==> config.mk <==
export PLATFORM = sky130hd
export DESIGN_NAME = loadUseStall
export DESIGN_NICKNAME = d
export VERILOG_FILES = /design/src/rtl/hazard_pkg.sv /design/src/rtl/hazardCompare.sv /design/src/rtl/hazardCtrl.sv /design/src/rtl/loadUseStall.sv
export SDC_FILE = /design/constraint.sdc
export NUM_CORES = 1
export LEC_CHECK = 0
export BUFFER_PORTS_ARGS = -buffer_cell sky130_fd_sc_hd__buf_2
export CAP_MARGIN = 5
export CORE_AREA = 2 2 39 41
export DETAILED_ROUTE_END_ITERATION = 8
export DIE_AREA = 0 0 41 43
export GPL_ROUTABILITY_DRIVEN = 0
export PLACE_DENSITY_LB_ADDON = 0.3
export SYNTH_ARGS = -nofsm -noshare
export SYNTH_HDL_FRONTEND = slang
export SYNTH_SLANG_ARGS = --single-unit
==> constraint.sdc <==
create_clock -name vclk -period 0.82
set_input_delay 0.041 -clock vclk [all_inputs]
set_output_delay 0.041 -clock vclk [all_outputs]
set_load 0.005 [all_outputs]
==> src/rtl/hazard_pkg.sv <==
package hazard_pkg;

  // Strobes passed from the hazard control logic to the output stage.
  typedef struct packed {
    logic holdFetch;   // freeze PC and fetch/decode register
    logic injectNop;   // clear decode/execute control field
  } stallStrobe_t;

  localparam int NUM_SRC = 2;  // source operands examined per decoded instruction

endpackage

==> src/rtl/hazardCompare.sv <==
module hazardCompare
  import hazard_pkg::*;
#(
  parameter int REG_ADDR_W = 5,
  parameter bit ZERO_REG_FIXED = 1'b1
) (
  input  logic [NUM_SRC*REG_ADDR_W-1:0] srcRegs,
  input  logic [REG_ADDR_W-1:0]         loadDst,
  output logic [NUM_SRC-1:0]            srcHit
);

  localparam logic [REG_ADDR_W-1:0] ZERO_ADDR = '0;

  logic dstLive;

  generate
    if (ZERO_REG_FIXED) begin : g_zeroFixed
      assign dstLive = (loadDst != ZERO_ADDR);
    end else begin : g_zeroNormal
      assign dstLive = 1'b1;
    end
  endgenerate

  generate
    for (genvar s = 0; s < NUM_SRC; s++) begin : g_src
      logic [REG_ADDR_W-1:0] srcField;
      assign srcField = srcRegs[s*REG_ADDR_W +: REG_ADDR_W];
      assign srcHit[s] = dstLive && (srcField == loadDst);
    end
  endgenerate

endmodule

==> src/rtl/hazardCtrl.sv <==
module hazardCtrl
  import hazard_pkg::*;
(
  input  logic [NUM_SRC-1:0] srcHit,
  input  logic               loadInEx,
  output stallStrobe_t       strobe
);

  logic hazard;

  always_comb begin
    hazard = loadInEx && (|srcHit);
    strobe.holdFetch = hazard;
    strobe.injectNop = hazard;
  end

endmodule

==> src/rtl/loadUseStall.sv <==
module loadUseStall
  import hazard_pkg::*;
#(
  parameter int REG_ADDR_W = 5
) (
  input  logic [REG_ADDR_W-1:0] idRs,
  input  logic [REG_ADDR_W-1:0] idRt,
  input  logic [REG_ADDR_W-1:0] exRt,
  input  logic                  exMemRead,
  output logic                  pcWriteEn,
  output logic                  ifIdWriteEn,
  output logic                  idExBubble
);

  logic [NUM_SRC-1:0] srcHit;
  stallStrobe_t       strobe;

  hazardCompare #(
    .REG_ADDR_W(REG_ADDR_W),
    .ZERO_REG_FIXED(1'b1)
  ) u_compare (
    .srcRegs(({idRt, idRs})),
    .loadDst(exRt),
    .srcHit (srcHit)
  );

  hazardCtrl u_ctrl (
    .srcHit  (srcHit),
    .loadInEx(exMemRead),
    .strobe  (strobe)
  );

  assign pcWriteEn   = ~strobe.holdFetch;
  assign ifIdWriteEn = ~strobe.holdFetch;
  assign idExBubble  = strobe.injectNop;

endmodule

==> impl_metrics.env <==
export IMPL_seq_cells=0
export IMPL_drt_pass1_iter_count=1
export IMPL_setup_violations=3
export IMPL_place_hpwl_um=412.6
export IMPL_fin_crit_sh=1.293
export IMPL_violations="negative setup slack"
export IMPL_syn_area_per_cell_um2=7.771
export IMPL_fin_crit_ns=1.060
export IMPL_grt_max_degree=5
export IMPL_crit_type="primary input to output port"
export IMPL_syn_area_um2=147.6
export IMPL_synth_top_area_frac=0.5932
export IMPL_drc=0
export IMPL_yosysSeqAreaShare=0
export IMPL_synth_cells=19
export IMPL_critPathCaptureType="output port"
export IMPL_dpl_worst_slack_ns=-0.2508
export IMPL_syn_num_nets=35
export IMPL_drt_wirelength_per_cell_um=7.818
export IMPL_regArea_um2=0
export IMPL_start_util=0.1067
export IMPL_yosysUniqueCellTypes=8
export IMPL_grt_pass1_wl_um=634
export IMPL_cts_setup_buffers=0
export IMPL_required_ns=0.78
export IMPL_tns_ns=-0.6908
export IMPL_grt_pass1_vias=175
export IMPL_vdd_drop_max_v=0.0001833
export IMPL_yosysTopAreaCell="xnor2_1"
export IMPL_finalMaxSlewViolations=0
export IMPL_cp_start_kind="primary input"
export IMPL_cts_hold_buf=0
export IMPL_hold_class="primary input to output port"
export IMPL_stdcell_area_um2=289.0
export IMPL_yosysWarningCount=0
export IMPL_grt_use_total=0.04895
export IMPL_layout_nets=57
export IMPL_viasPerCell=3.600
export IMPL_multi_input_area_um2=146.4
export IMPL_die_area_mm2=0.001763
export IMPL_maxSlewHeadroom=0.8788
export IMPL_clock_fmax_ghz=0.9433
export IMPL_status="finished, violations left"
export IMPL_cp_slowest_stage_delay_ns=0.53
export IMPL_die_height_um=43
export IMPL_n_antenna_cell=0
export IMPL_synth_most_common_cell="xnor2_1"
export IMPL_drt_wl_total_um=430
export IMPL_hold_viol=0
export IMPL_critical_path_cell_chain="buf_6 > or4_4 > o211a_1 > buf_2"
export IMPL_core_area_mm2=0.001384
export IMPL_drt_iter0_drc=0
export IMPL_power_leakage_nw=0.1293
export IMPL_placedCellCount=55
export IMPL_arrival_ns=1.02
export IMPL_path_delay_family="simple AND/OR/NAND/NOR gates"
export IMPL_p_per_area_mw_per_mm2=481.4
export IMPL_vias=198
export IMPL_ios=19
export IMPL_placed_area_um2=270.3
export IMPL_maxCapViolations=0
export IMPL_chipWidth_um=41
export IMPL_final_core_util=0.2089
export IMPL_drive_gt1_frac=0.5897
export IMPL_grt_overflow_total=0
export IMPL_synth_common_cells="xnor2_1, nand2_1, nand3_1"
export IMPL_clkbuf_count=0
export IMPL_rsz0062_at_grt="yes"
export IMPL_worst_slew_pin_slew_ns=0.1810
export IMPL_ant_nets=0
export IMPL_io_buffers=19
export IMPL_nFillCells=161
export IMPL_setup_slack_ns=-0.2401
export IMPL_area_growth_pct=95.76
export IMPL_cp_max_fo=2
export IMPL_row_count=14
export IMPL_path_buf_inv=2
export IMPL_final_cells=55
export IMPL_cp_slowest_cell="or4_4"
export IMPL_ys_top_cells_by_area="xnor2_1, or4_4, nand3_1"
export IMPL_antenna_found_initial=0
## report_power, final
group / internal [mW] / leakage [nW] / total [mW] / switching (mW)
clock network: 0 / 0 / 0 / 0
logic: 0.0856 / 0.129 / 0.139 / 0.0536
registers: 0 / 0 / 0 / 0
total: 0.0856 / 0.129 / 0.139 / 0.0536
## worst min-delay path, stage by stage
cell and delay (ns):
buf_2 0.09, o211ai_1 0.09, buf_2 0.13
## per-stage QoR
stage | power (mW) | hold slack [ns]
6_report | 0.1391 | 0.3891
5_1_grt | 0.1547 | 0.4312
4_1_cts | 0.1342 | 0.3946
3_5_place_dp | 0.1305 | 0.3961
3_3_place_gp | 0.1308 | 0.3805
2_1_floorplan | 0.06215 | 0.1756
## cells by family after synthesis
group,Yosys count,share of synthesized area
simple gates,5,0.1949
compound gates,3,0.1611
buf+inv,1,0.05087
xor+xnor,10,0.5932
## layout by cell type (no fill, tap or decap), drive strengths merged
master and count:
nand3 2, buf 21, o22ai 1, o211a 1
nand2 2, o211ai 1, or4 1, xnor2 10
## layout make-up
type / count / share of cell area
multi-input cells: 18 / 0.5065
repair buffers: 21 / 0.4242
well taps: 16 / 0.06926
## routing by layer
layer | vias up | GRT usage | part of all wire
met4 | 0 | 0 | 0
li1 | 107 | - | -
met2 | 13 | 0.08125 | 0.43
met1 | 78 | 0.06962 | 0.45
met3 | 0 | 0.005236 | 0.12
met5 | - | 0 | 0
## worst paths after layout
path / from / endpoint / slack (ns) / depth (start not counted)
max: exRt[0] / idExBubble / -0.24 / 4
min: exMemRead / pcWriteEn / 0.39 / 3
## repair_timing
action | CTS | global route
resized for setup | 1 | 2
endpoints found under the setup margin | 3 | 3
pin swaps | 2 | 3
Note: power is estimated with default switching activity, not from simulation.
